`src/rtl/cfg_src_pkg.sv`:
```
package cfg_src_pkg;
  typedef enum logic [1:0] {
    ST_OFF  = 2'd0,
    ST_WAIT = 2'd1,
    ST_RUN  = 2'd2,
    ST_DONE = 2'd3
  } seq_st_e;
endpackage

```
`src/rtl/cfg_por_timer.sv`:
```
module cfg_por_timer #(
  parameter int LONG_CYC  = 5_000_000,
  parameter int SHORT_CYC = 100_000
) (
  input  logic clk,
  input  logic rst,
  input  logic pwr_good,
  input  logic dly_sel,
  output logic por_done
);
  localparam int MAXC = (LONG_CYC > SHORT_CYC) ? LONG_CYC : SHORT_CYC;
  localparam int CW   = $clog2(MAXC + 1) + 1;
  localparam logic [CW-1:0] LIM_LONG  = CW'(LONG_CYC - 1);
  localparam logic [CW-1:0] LIM_SHORT = CW'(SHORT_CYC - 1);

  logic [CW-1:0] cnt;
  logic          sel_short;
  logic [CW-1:0] limit;

  assign limit = sel_short ? LIM_SHORT : LIM_LONG;

  always_ff @(posedge clk) begin
    if (rst || !pwr_good) begin
      cnt       <= '0;
      por_done  <= 1'b0;
      sel_short <= dly_sel;
    end else if (!por_done) begin
      if (cnt == limit) por_done <= 1'b1;
      else              cnt      <= cnt + CW'(1);
    end
  end
endmodule

```
`src/rtl/cfg_line_sync.sv`:
```
module cfg_line_sync #(
  parameter int STAGES = 2
) (
  input  logic clk,
  input  logic rst,
  input  logic d,
  output logic q
);
  generate
    if (STAGES <= 1) begin : g_one
      logic r;
      always_ff @(posedge clk) begin
        if (rst) r <= 1'b0;
        else     r <= d;
      end
      assign q = r;
    end else begin : g_chain
      logic [STAGES-1:0] sr;
      always_ff @(posedge clk) begin
        if (rst) sr <= '0;
        else     sr <= {sr[STAGES-2:0], d};
      end
      assign q = sr[STAGES-1];
    end
  endgenerate
endmodule

```
`src/rtl/cfg_dclk_div.sv`:
```
module cfg_dclk_div #(
  parameter int HALF = 3
) (
  input  logic clk,
  input  logic rst,
  input  logic en,
  output logic tick
);
  localparam int PW = (HALF > 1) ? $clog2(HALF) : 1;
  localparam logic [PW-1:0] LAST_PH = PW'(HALF - 1);

  logic [PW-1:0] phase;

  assign tick = en && (phase == LAST_PH);

  always_ff @(posedge clk) begin
    if (rst || !en || tick) phase <= '0;
    else                    phase <= phase + PW'(1);
  end
endmodule

```
`src/rtl/cfg_byte_seq.sv`:
```
module cfg_byte_seq
  import cfg_src_pkg::*;
#(
  parameter int NUM_BYTES = 64,
  parameter int ADDR_W    = 6
) (
  input  logic              clk,
  input  logic              rst,
  input  logic              por_done,
  input  logic              line_hi,
  input  logic              tick,
  input  logic [7:0]        mem_rdata,
  output logic [ADDR_W-1:0] mem_addr,
  output logic [7:0]        cfg_data,
  output logic              cfg_data_oe,
  output logic              cfg_clk,
  output logic              div_en
);
  localparam logic [ADDR_W-1:0] LAST_A = ADDR_W'(NUM_BYTES - 1);

  seq_st_e st;
  logic    fin;

  assign div_en = (st == ST_RUN);

  always_ff @(posedge clk) begin
    if (rst || !por_done) begin
      st          <= ST_OFF;
      mem_addr    <= '0;
      cfg_data    <= '0;
      cfg_data_oe <= 1'b0;
      cfg_clk     <= 1'b0;
      fin         <= 1'b0;
    end else begin
      unique case (st)
        ST_OFF: st <= ST_WAIT;
        ST_WAIT: begin
          if (line_hi) begin
            st          <= ST_RUN;
            cfg_data    <= mem_rdata;
            cfg_data_oe <= 1'b1;
          end
        end
        ST_RUN: begin
          if (!line_hi) begin
            st          <= ST_WAIT;
            cfg_clk     <= 1'b0;
            cfg_data_oe <= 1'b0;
            mem_addr    <= '0;
            fin         <= 1'b0;
          end else if (tick) begin
            if (!cfg_clk) begin
              cfg_clk <= 1'b1;
              if (mem_addr == LAST_A) fin      <= 1'b1;
              else                    mem_addr <= mem_addr + ADDR_W'(1);
            end else begin
              cfg_clk <= 1'b0;
              if (fin) begin
                st          <= ST_DONE;
                cfg_data_oe <= 1'b0;
              end else begin
                cfg_data <= mem_rdata;
              end
            end
          end
        end
        ST_DONE: st <= ST_DONE;
        default: st <= ST_OFF;
      endcase
    end
  end
endmodule

```
`src/rtl/cfg_stream_src.sv`:
```
module cfg_stream_src #(
  parameter int LONG_CYC    = 5_000_000,
  parameter int SHORT_CYC   = 100_000,
  parameter int DCLK_HALF   = 3,
  parameter int NUM_BYTES   = 64,
  parameter int SYNC_STAGES = 2,
  parameter int ADDR_W      = (NUM_BYTES > 1) ? $clog2(NUM_BYTES) : 1
) (
  input  logic              clk,
  input  logic              rst,
  input  logic              pwr_good,
  input  logic              dly_sel,
  input  logic              line_sense,
  output logic              oe_pull_low,
  output logic [ADDR_W-1:0] mem_addr,
  input  logic [7:0]        mem_rdata,
  output logic [7:0]        cfg_data,
  output logic              cfg_data_oe,
  output logic              cfg_clk
);
  logic por_done;
  logic line_hi;
  logic tick;
  logic div_en;

  cfg_por_timer #(.LONG_CYC(LONG_CYC), .SHORT_CYC(SHORT_CYC)) u_por (
    .clk(clk), .rst(rst), .pwr_good(pwr_good), .dly_sel(dly_sel), .por_done(por_done)
  );

  assign oe_pull_low = ~por_done;

  cfg_line_sync #(.STAGES(SYNC_STAGES)) u_sync (
    .clk(clk), .rst(rst), .d(line_sense), .q(line_hi)
  );

  cfg_dclk_div #(.HALF(DCLK_HALF)) u_div (
    .clk(clk), .rst(rst), .en(div_en), .tick(tick)
  );

  cfg_byte_seq #(.NUM_BYTES(NUM_BYTES), .ADDR_W(ADDR_W)) u_seq (
    .clk(clk), .rst(rst), .por_done(por_done), .line_hi(line_hi), .tick(tick),
    .mem_rdata(mem_rdata), .mem_addr(mem_addr), .cfg_data(cfg_data),
    .cfg_data_oe(cfg_data_oe), .cfg_clk(cfg_clk), .div_en(div_en)
  );
endmodule

```
`config.mk`:
```
export PLATFORM = sky130hd
export DESIGN_NAME = cfg_stream_src
export DESIGN_NICKNAME = d
export VERILOG_FILES = /design/src/rtl/cfg_src_pkg.sv /design/src/rtl/cfg_por_timer.sv /design/src/rtl/cfg_line_sync.sv /design/src/rtl/cfg_dclk_div.sv /design/src/rtl/cfg_byte_seq.sv /design/src/rtl/cfg_stream_src.sv
export SDC_FILE = /design/constraint.sdc
export NUM_CORES = 1
export LEC_CHECK = 0
export ABC_AREA = 0
export BUFFER_PORTS_ARGS = -buffer_cell sky130_fd_sc_hd__buf_2
export CAP_MARGIN = 20
export CORE_UTILIZATION = 55
export CTS_BUF_LIST = sky130_fd_sc_hd__clkbuf_4 sky130_fd_sc_hd__clkbuf_8 sky130_fd_sc_hd__clkbuf_16
export DETAILED_ROUTE_END_ITERATION = 16
export PLACE_DENSITY_LB_ADDON = 0.05
export SKIP_CTS_REPAIR_TIMING = 1
export SYNTH_ARGS = -nofsm -noshare
export SYNTH_HDL_FRONTEND = slang
export SYNTH_SLANG_ARGS = --single-unit
```
`constraint.sdc`:
```
create_clock -name clk -period 2.27 [get_ports clk]
set_input_delay 0.3405 -clock clk [delete_from_list [all_inputs] [get_ports clk]]
set_output_delay 0.3405 -clock clk [all_outputs]
set_load 0.01 [all_outputs]
```
==> impl_metrics.tcl, run 1 <==
set metrics [dict create \
    drive_gt1_frac 0.1517 \
    htreeDepth 2 \
    port_buffers 29 \
    avgSynthCellArea_um2 8.870 \
    powerDensity_mw_per_mm2 550.7 \
    setup_tns_ns 0 \
    nFillCells 364 \
    die_w_um 66.63 \
    grt_util_all_layers 0.2096 \
    drtPass1Iterations 4 \
    critPathKind "register to register" \
    p_int_uw 1114 \
    rsz0062_at_grt "no" \
    maxCapViolations 0 \
    initialDrtViolationCount 91 \
    run_status "completed" \
    syn_area_mm2 0.002297 \
    gp_routability_congestion 0.8521 \
    synth_nets 275 \
    synth_edf_count 1 \
    die_h_um 66.63 \
    synth-async-reset-ratio 0 \
    synth_top_area_frac 0.4183 \
    clk_path_buf_depth 2 \
    ys.flop_type "dfxtp_1" \
    tightest_slew_ns 0.5067 \
    r2r-start "u_por.cnt[0]$_SDFFE_PP0P_" \
    detail-route-antenna-nets 0 \
    sw_frac_of_total 0.2173 \
    row_count 23 \
    insertion_delay_ns 0.30 \
    cp.required_ns 2.46 \
    grt_max_degree 22 \
    dp_cells 332 \
    cts.sink_count 49 \
    grt_pass1_wl_um 7051 \
    start_kind "register" \
    crit_path_end_kind "register" \
    maxSlewHeadroom 0.6622 \
    r2r_slack_ns 0.35 \
    dieArea_mm2 0.004439 \
    cts.clk_slew.worst_paths_ns 0.08 \
    pwr-share-comb 0.023 \
    synthTopCellsByArea "dfxtp_1, nor2_1, xnor2_1" \
    fin_crit_sh 0.8468 \
    netSwitchingPower_uw 309.2 \
    setup_viol 0 \
    wl_per_cell_um 12.72 \
    antenna_found_initial 0 \
    grt_pass1_vias 1607 \
    core_area_mm2 0.004000 \
    power.total_uw 1423 \
    fmax_mhz 520.2 \
    vias_per_cell 5.512 \
    place_hpwl_um 2970 \
    hold_viol_final 0 \
    critPathLaunch "u_por.cnt[0]$_SDFFE_PP0P_" \
    drc 0 \
    crit_arrival_ns 2.12 \
    seq_area_um2 991.0 \
    cts_tree "yes" \
    hold_path.startpoint "dly_sel" \
    cts_inserted_buffers 5 \
    synth_cells 259 \
    diodes 0 \
    synth_cell_types 47 \
    leakage_uw 0.0009686 \
    area_delta_synth_final_pct 12.47 \
    hp-class "primary input to register" \
    yosysSeqAreaShare 0.4314 \
    multiInputGateArea_mm2 0.001246 \
    cts_root_buffer "clkbuf_8" \
    grt_overflow 0 \
    p_seq_frac 0.614 \
    clkPwrFrac 0.363 \
    dr_total_vias 1874 \
    initial_core_util 0.5743 \
    period_needed_ns 1.922 \
    instances_no_fill 340 \
    yosysWarnings 0 \
    skew_ns 0.006677 \
    ys_ff_latch 49 \
    peakVddDrop_mv 0.3519 \
    synth_top_cell_by_area "dfxtp_1" \
    drv_slew 0 \
    wirelength_um 4324 \
    nets 305 \
    crit_fanout 7 \
    io_pins 30 \
]
## power by group through the flow
| stage | combinational (uW) | clock (uW) | sequential (uW) |
|---|---|---|---|
| 2_1_floorplan | 18.5 | 0 | 891 |
| 3_3_place_gp | 32.5 | 0 | 894 |
| 3_5_place_dp | 32.5 | 0 | 894 |
| 4_1_cts | 33.0 | 539 | 874 |
| 5_1_grt | 36.4 | 578 | 875 |
| 6_report | 32.7 | 516 | 874 |
## cells by family after synthesis
| logic type | Yosys count | synth area share |
|---|---|---|
| AO/OA/AOI/OAI | 39 | 0.1177 |
| XOR/XNOR | 15 | 0.05719 |
| adder cells (fa/ha/maj) | 3 | 0.01634 |
| buffers and inverters | 16 | 0.02614 |
| flip-flops | 49 | 0.4314 |
| multiplexers | 13 | 0.05719 |
| AND/OR/NAND/NOR | 124 | 0.2941 |
## synthesized netlist by cell type, drive strengths merged, types with 8 or more instances
| library cell | n |
|---|---|
| a21oi | 14 |
| nand3 | 8 |
| xnor2 | 14 |
| mux2i | 12 |
| nand2b | 10 |
| clkbuf | 9 |
| nand2 | 20 |
| dfxtp | 48 |
| nor2 | 35 |
| o21ai | 8 |
## worst max-delay path, stage by stage (launching register included)
cell       delay [ns]
dfxtp_1          0.37
ha_1             0.19
nor4bb_1         0.27
nand4b_1         0.20
a2111oi_4        0.43
and3b_1          0.24
mux2i_1          0.11
## metrics by stage
step | worst slack [ns] | instance area, um2 | hold slack (ns) | utilization
after floorplan | 0.5035 | 2297 | 0.3985 | -
after global placement | 0.3879 | 2494 | 0.4090 | 0.6234
after detailed placement | 0.3598 | 2494 | 0.4269 | 0.6234
after CTS | 0.3396 | 2584 | 0.2035 | 0.6459
after global routing | 0.1862 | 2584 | 0.1944 | 0.6459
final | 0.3477 | 2584 | 0.2138 | 0.6459
## per-layer routing
layer	global-route usage	wire length, um
met1	0.2571	2124
met2	0.3535	2005
met3	0.05137	131
met4	0.07181	63
met5	0	0
## cell usage in the layout, fill, tap and decap left out, drive strengths merged, types with 2 or more instances in the layout
cell type	synthesis	routed
nor4	5	5
nor2b	7	7
and3	5	5
buf	0	32
o21ai	8	8
ha	3	3
xnor2	14	14
nand3	8	8
and4b	2	2
nand2b	10	10
nor3b	2	2
nand2	20	20
nor3	7	7
or3	4	4
nor4b	3	3
nand4	3	3
nor2	35	35
a21oi	14	14
a22oi	4	4
and3b	4	4
clkbuf	9	6
and2	3	3
mux2i	12	12
dfxtp	48	48
inv	7	8
a311oi	2	2
## flip-flops by register name (all words and copies together) (netlist names)
| name | cells |
|---|---|
| u_seq.cfg_data_oe | 1 |
| u_seq.cfg_data | 8 |
| u_seq.st | 2 |
| u_div.phase | 2 |
| u_seq.mem_addr | 6 |
| u_por.cnt | 24 |
| u_sync.g_chain.sr | 2 |
| u_por.sel_short | 1 |
| u_por.por_done | 1 |
| u_seq.fin | 1 |
| u_seq.cfg_clk | 1 |
## worst paths after layout
| kind | cells past startpoint | endpoint |
|---|---|---|
| worst min-delay path | 1 | u_por.sel_short$_DFFE_PP_ |
| worst max register to register | 6 | u_por.cnt[3]$_SDFFE_PP0P_ |
| worst max-delay path | 6 | u_por.cnt[3]$_SDFFE_PP0P_ |
| worst min register to register | 1 | u_div.phase[0]$_SDFF_PP0_ |
## final cells by class
class	count	area share
clock buffer	6	0.02954
multi-input combinational	194	0.4823
tap	50	0.02421
clock inverter	2	0.005327
inverter	7	0.01017
timing repair buffer	32	0.06489
sequential	49	0.3835
No activity file was read; power rests on OpenSTA's default activity.
==> run 2: changes to the inputs <==
--- a/config.mk
+++ b/config.mk
@@ -8,7 +8,7 @@
 export ABC_AREA = 0
 export BUFFER_PORTS_ARGS = -buffer_cell sky130_fd_sc_hd__buf_2
 export CAP_MARGIN = 20
-export CORE_UTILIZATION = 55
+export CORE_UTILIZATION = 51
 export CTS_BUF_LIST = sky130_fd_sc_hd__clkbuf_4 sky130_fd_sc_hd__clkbuf_8 sky130_fd_sc_hd__clkbuf_16
 export DETAILED_ROUTE_END_ITERATION = 16
 export PLACE_DENSITY_LB_ADDON = 0.05
==> constraint.sdc (replaced) <==
create_clock -name clk -period 1.7 [get_ports clk]
set_input_delay 0.255 -clock clk [delete_from_list [all_inputs] [get_ports clk]]
set_output_delay 0.255 -clock clk [all_outputs]
set_load 0.01 [all_outputs]
==> impl_metrics.tcl, run 2 (same netlist as run 1, synthesis figures left out) <==
set metrics [dict create \
    cts.clk_slew.worst_paths_ns 0.09 \
    htreeDepth 2 \
    cts_tree "yes" \
    power.total_uw 2035 \
    multiInputGateArea_mm2 0.001374 \
    nFillCells 357 \
    io_pins 30 \
    initial_core_util 0.5276 \
    maxSlewHeadroom 0.7399 \
    peakVddDrop_mv 0.5978 \
    setup_tns_ns -0.4813 \
    final_common_cell "dfxtp_1" \
    design_area_mm2 0.002977 \
    insertion_delay_ns 0.30 \
    wirelength_um 4959 \
    start_kind "register" \
    antenna_found_initial 0 \
    dr_total_vias 2009 \
    detail-route-antenna-nets 0 \
    largest_reg_flops 24 \
    post_dp_cell_area_mm2 0.002714 \
    place_hpwl_um 3487 \
    setup_viol 6 \
    crit_arrival_ns 2.01 \
    maxCapViolations 0 \
    grt_overflow 0 \
    seq_area_um2 996.0 \
    grt_pass1_vias 1886 \
    violations "setup timing" \
    dieArea_mm2 0.004777 \
    powerDensity_mw_per_mm2 683.6 \
    wl_per_cell_um 13.29 \
    layout_common_cells "dfxtp_1, nor2_1, buf_4" \
    grt_pass1_wl_um 8190 \
    rsz0062_at_grt "yes" \
    fin_ws_ns -0.1171 \
    initialDrtViolationCount 83 \
    clk_path_buf_depth 2 \
    cts_root_buffer "clkbuf_8" \
    port_buffers 29 \
    hp-class "primary input to register" \
    final_core_util 0.6836 \
    cts.sink_count 49 \
    drv_slew 0 \
    top_regs "u_por.cnt x24, u_seq.cfg_data x8, u_seq.mem_addr x6" \
    gp_routability_congestion 0.8138 \
    crit_fanout 5 \
    cp.required_ns 1.89 \
    hold_viol_final 0 \
    area_delta_synth_final_pct 29.57 \
    diodes 0 \
    grt_max_degree 22 \
    skew_ns 0.004982 \
    row_count 24 \
    period_needed_ns 1.817 \
    die_w_um 69.12 \
    vias_per_cell 5.386 \
    drc 0 \
    nets 336 \
    fmax_mhz 550.3 \
    grt_util_all_layers 0.2097 \
    cts_inserted_buffers 5 \
    tightest_slew_ns 0.3901 \
    crit_path_end_kind "register" \
    critPathKind "register to register" \
    drtPass1Iterations 4 \
    regMostFlops "u_por.cnt" \
    die_h_um 69.12 \
    drive_gt1_frac 0.3022 \
    run_status "complete, but fails checks" \
    leakage_uw 0.001146 \
    fin_crit_sh 1.069 \
    core_area_mm2 0.004354 \
]
## run 2: layer usage
metal  GRT usage  vias up  share of wire
met5           0        -              0
met2      0.3679       38           0.50
met1      0.2544      930           0.45
li1            -     1034              -
met4     0.06803        0          0.015
met3     0.04386        7          0.032
## run 2: final cells by class
cell class,instances,share of cell area
timing repair buffer,63,0.1345
sequential,49,0.3346
clock buffer,7,0.03615
inverter,7,0.008827
clock inverter,1,0.002522
multi-input combinational,194,0.4615
tap,52,0.02186
## run 2: final timing paths
| check | from | endpoint | slack [ns] | cells after the start |
|---|---|---|---|---|
| worst max-delay path | u_por.cnt[0]$_SDFFE_PP0P_ | u_por.cnt[4]$_SDFFE_PP0P_ | -0.12 | 7 |
| worst max register to register | u_por.cnt[0]$_SDFFE_PP0P_ | u_por.cnt[4]$_SDFFE_PP0P_ | -0.12 | 7 |
| worst min register to register | u_div.phase[0]$_SDFF_PP0_ | u_div.phase[0]$_SDFF_PP0_ | 0.44 | 1 |
| worst min-delay path | dly_sel | u_por.sel_short$_DFFE_PP_ | 0.12 | 1 |
## run 2: stage by stage
| stage | hold WS (ns) | setup slack [ns] | std cells |
|---|---|---|---|
| 2_1_floorplan | 0.3266 | -0.004101 | 259 |
| 3_3_place_gp | 0.4080 | -0.06459 | 363 |
| 3_5_place_dp | 0.4205 | -0.1322 | 363 |
| 4_1_cts | 0.1134 | -0.1576 | 371 |
| 5_1_grt | 0.1030 | -0.2249 | 373 |
| 6_report | 0.1214 | -0.1171 | 373 |
## run 2: worst max-delay path: stages, from the launching register on
cell       delay [ns]
dfxtp_2          0.36
ha_4             0.14
nor4bb_4         0.20
nand4b_1         0.20
a2111oi_4        0.43
buf_4            0.20
nor4_4           0.05
mux2i_1          0.12
## run 2: power by group
part / internal (uW) / total [uW] / switching (uW)
clock: 420 / 812 / 392
sequential: 1160 / 1160 / 6.67
combinational: 29.8 / 58.4 / 28.5
==> run 3: changes to the inputs <==
--- a/config.mk
+++ b/config.mk
@@ -8,6 +8,7 @@
 export ABC_AREA = 0
 export BUFFER_PORTS_ARGS = -buffer_cell sky130_fd_sc_hd__buf_2
 export CAP_MARGIN = 20
+export CORE_MARGIN = 3
 export CORE_UTILIZATION = 51
 export CTS_BUF_LIST = sky130_fd_sc_hd__clkbuf_4 sky130_fd_sc_hd__clkbuf_8 sky130_fd_sc_hd__clkbuf_16
 export DETAILED_ROUTE_END_ITERATION = 16
==> impl_metrics.tcl, run 3 (same netlist as run 1, synthesis figures left out) <==
set metrics [dict create \
    row_count 23 \
    post_dp_cell_area_mm2 0.002696 \
    cts_tree "yes" \
    maxSlewHeadroom 0.7560 \
    skew_ns 0.008962 \
    start_kind "register" \
    final_common_cell "dfxtp_1" \
    dr_total_vias 1995 \
    crit_buf_inv 0 \
    r2r_cells 5 \
    fin_ws_ns -0.06967 \
    diodes 0 \
    clk_path_buf_depth 2 \
    cp.required_ns 1.89 \
    leakage_uw 0.001138 \
    nFillCells 340 \
    place_hpwl_um 3399 \
    vias_per_cell 5.436 \
    power.total_uw 2028 \
    grt_max_degree 22 \
    hold_viol_final 0 \
    cts.sink_count 49 \
    maxCapViolations 0 \
    critPathTopFamily "simple AND/OR/NAND/NOR gates" \
    dieArea_mm2 0.005346 \
    rsz0062_at_grt "yes" \
    detail-route-antenna-nets 0 \
    area_delta_synth_final_pct 27.94 \
    fin_crit_sh 1.041 \
    run_status "complete, but fails checks" \
    port_buffers 29 \
    cp.depth 5 \
    grt_pass1_wl_um 8024 \
    hp-class "primary input to register" \
    initialDrtViolationCount 62 \
    tightest_slew_ns 0.3653 \
    grt_pass1_vias 1857 \
    gp_routability_congestion 0.7800 \
    initial_core_util 0.5505 \
    cts_root_buffer "clkbuf_8" \
    whs_path_depth 1 \
    core_area_mm2 0.004173 \
    die_w_um 73.12 \
    grt_util_all_layers 0.1888 \
    crit_chain "nor4b_2 -> nand4b_1 -> a2111oi_4 -> and3b_1 -> mux2i_1" \
    fmax_mhz 565.1 \
    grt_overflow 0 \
    critPathKind "register to register" \
    largest_reg_flops 24 \
    die_h_um 73.12 \
    setup_viol 5 \
    powerDensity_mw_per_mm2 690.0 \
    drc 0 \
    drv_slew 0 \
    io_pins 30 \
    antenna_found_initial 0 \
    crit_arrival_ns 1.96 \
    cts_inserted_buffers 5 \
    slowest_delay_ns 0.41 \
    top_regs "u_por.cnt x24, u_seq.cfg_data x8, u_seq.mem_addr x6" \
    wl_per_cell_um 13.11 \
    insertion_delay_ns 0.30 \
    cp_slowest_cell "a2111oi_4" \
    violations "setup timing" \
    crit_path_end_kind "register" \
    nets 332 \
    crit_fanout 4 \
    wirelength_um 4813 \
    drive_gt1_frac 0.3060 \
    regMostFlops "u_por.cnt" \
    period_needed_ns 1.770 \
    htreeDepth 2 \
    cts.clk_slew.worst_paths_ns 0.09 \
    design_area_mm2 0.002939 \
    drtPass1Iterations 4 \
    layout_common_cells "dfxtp_1, nor2_1, buf_2, buf_4, nand2_1" \
    peakVddDrop_mv 0.3660 \
]
## run 3: changes by cell type in the layout (fill, tap and decap cells not counted), sizes merged
cell  before  now
buf       63   59
## run 3: layout make-up
| type | instances | area [um2] | share of cell area |
|---|---|---|---|
| Clock inverter | 1 | 7.507 | 0.002554 |
| Tap cell | 50 | 62.56 | 0.02129 |
| Sequential cell | 49 | 999.7 | 0.3401 |
| Timing Repair Buffer | 59 | 374.1 | 0.1273 |
| Multi-Input combinational cell | 194 | 1361 | 0.4632 |
| Clock buffer | 7 | 107.6 | 0.03661 |
| Inverter | 7 | 26.28 | 0.008940 |
## run 3: report_power, final
part	total, uW	internal (uW)	switching (uW)
combinational	58.6	30.5	28.1
clock	805	419	385
sequential	1160	1160	6.75
## run 3: per-layer routing
layer | vias to the layer above | routed length, um | global-route usage
met3 | 5 | 197 | 0.04545
met4 | 0 | 47 | 0.05533
met1 | 919 | 2222 | 0.2331
li1 | 1033 | - | -
met5 | - | 0 | 0
met2 | 38 | 2346 | 0.3237
## run 3: worst register-to-register path: stages (launching register included)
cell	delay, ns
dfxtp_1	0.34
nor4b_2	0.33
nand4b_1	0.23
a2111oi_4	0.41
and3b_1	0.24
mux2i_1	0.11
## run 3: through the flow
stage | hold WS [ns] | worst slack, ns | util | setup TNS, ns | std cells
final | 0.1330 | -0.06967 | 0.7043 | -0.2791 | 367
after global routing | 0.1276 | -0.1684 | 0.7043 | -0.9810 | 367
after CTS | 0.1250 | -0.1076 | 0.6738 | -0.4796 | 367
after detailed placement | 0.4112 | -0.08850 | 0.6462 | -0.3626 | 359
after global placement | 0.4078 | -0.06463 | 0.6462 | -0.1525 | 359
after floorplan | 0.3266 | -0.004101 | - | -0.004101 | 259
## run 3: worst paths after layout
check / slack [ns] / from / endpoint
max: -0.07 / u_por.cnt[23]$_SDFFE_PP0P_ / u_por.cnt[3]$_SDFFE_PP0P_
max reg2reg: -0.07 / u_por.cnt[23]$_SDFFE_PP0P_ / u_por.cnt[3]$_SDFFE_PP0P_
min reg2reg: 0.42 / u_div.phase[0]$_SDFF_PP0_ / u_div.phase[0]$_SDFF_PP0_
min: 0.13 / dly_sel / u_por.sel_short$_DFFE_PP_
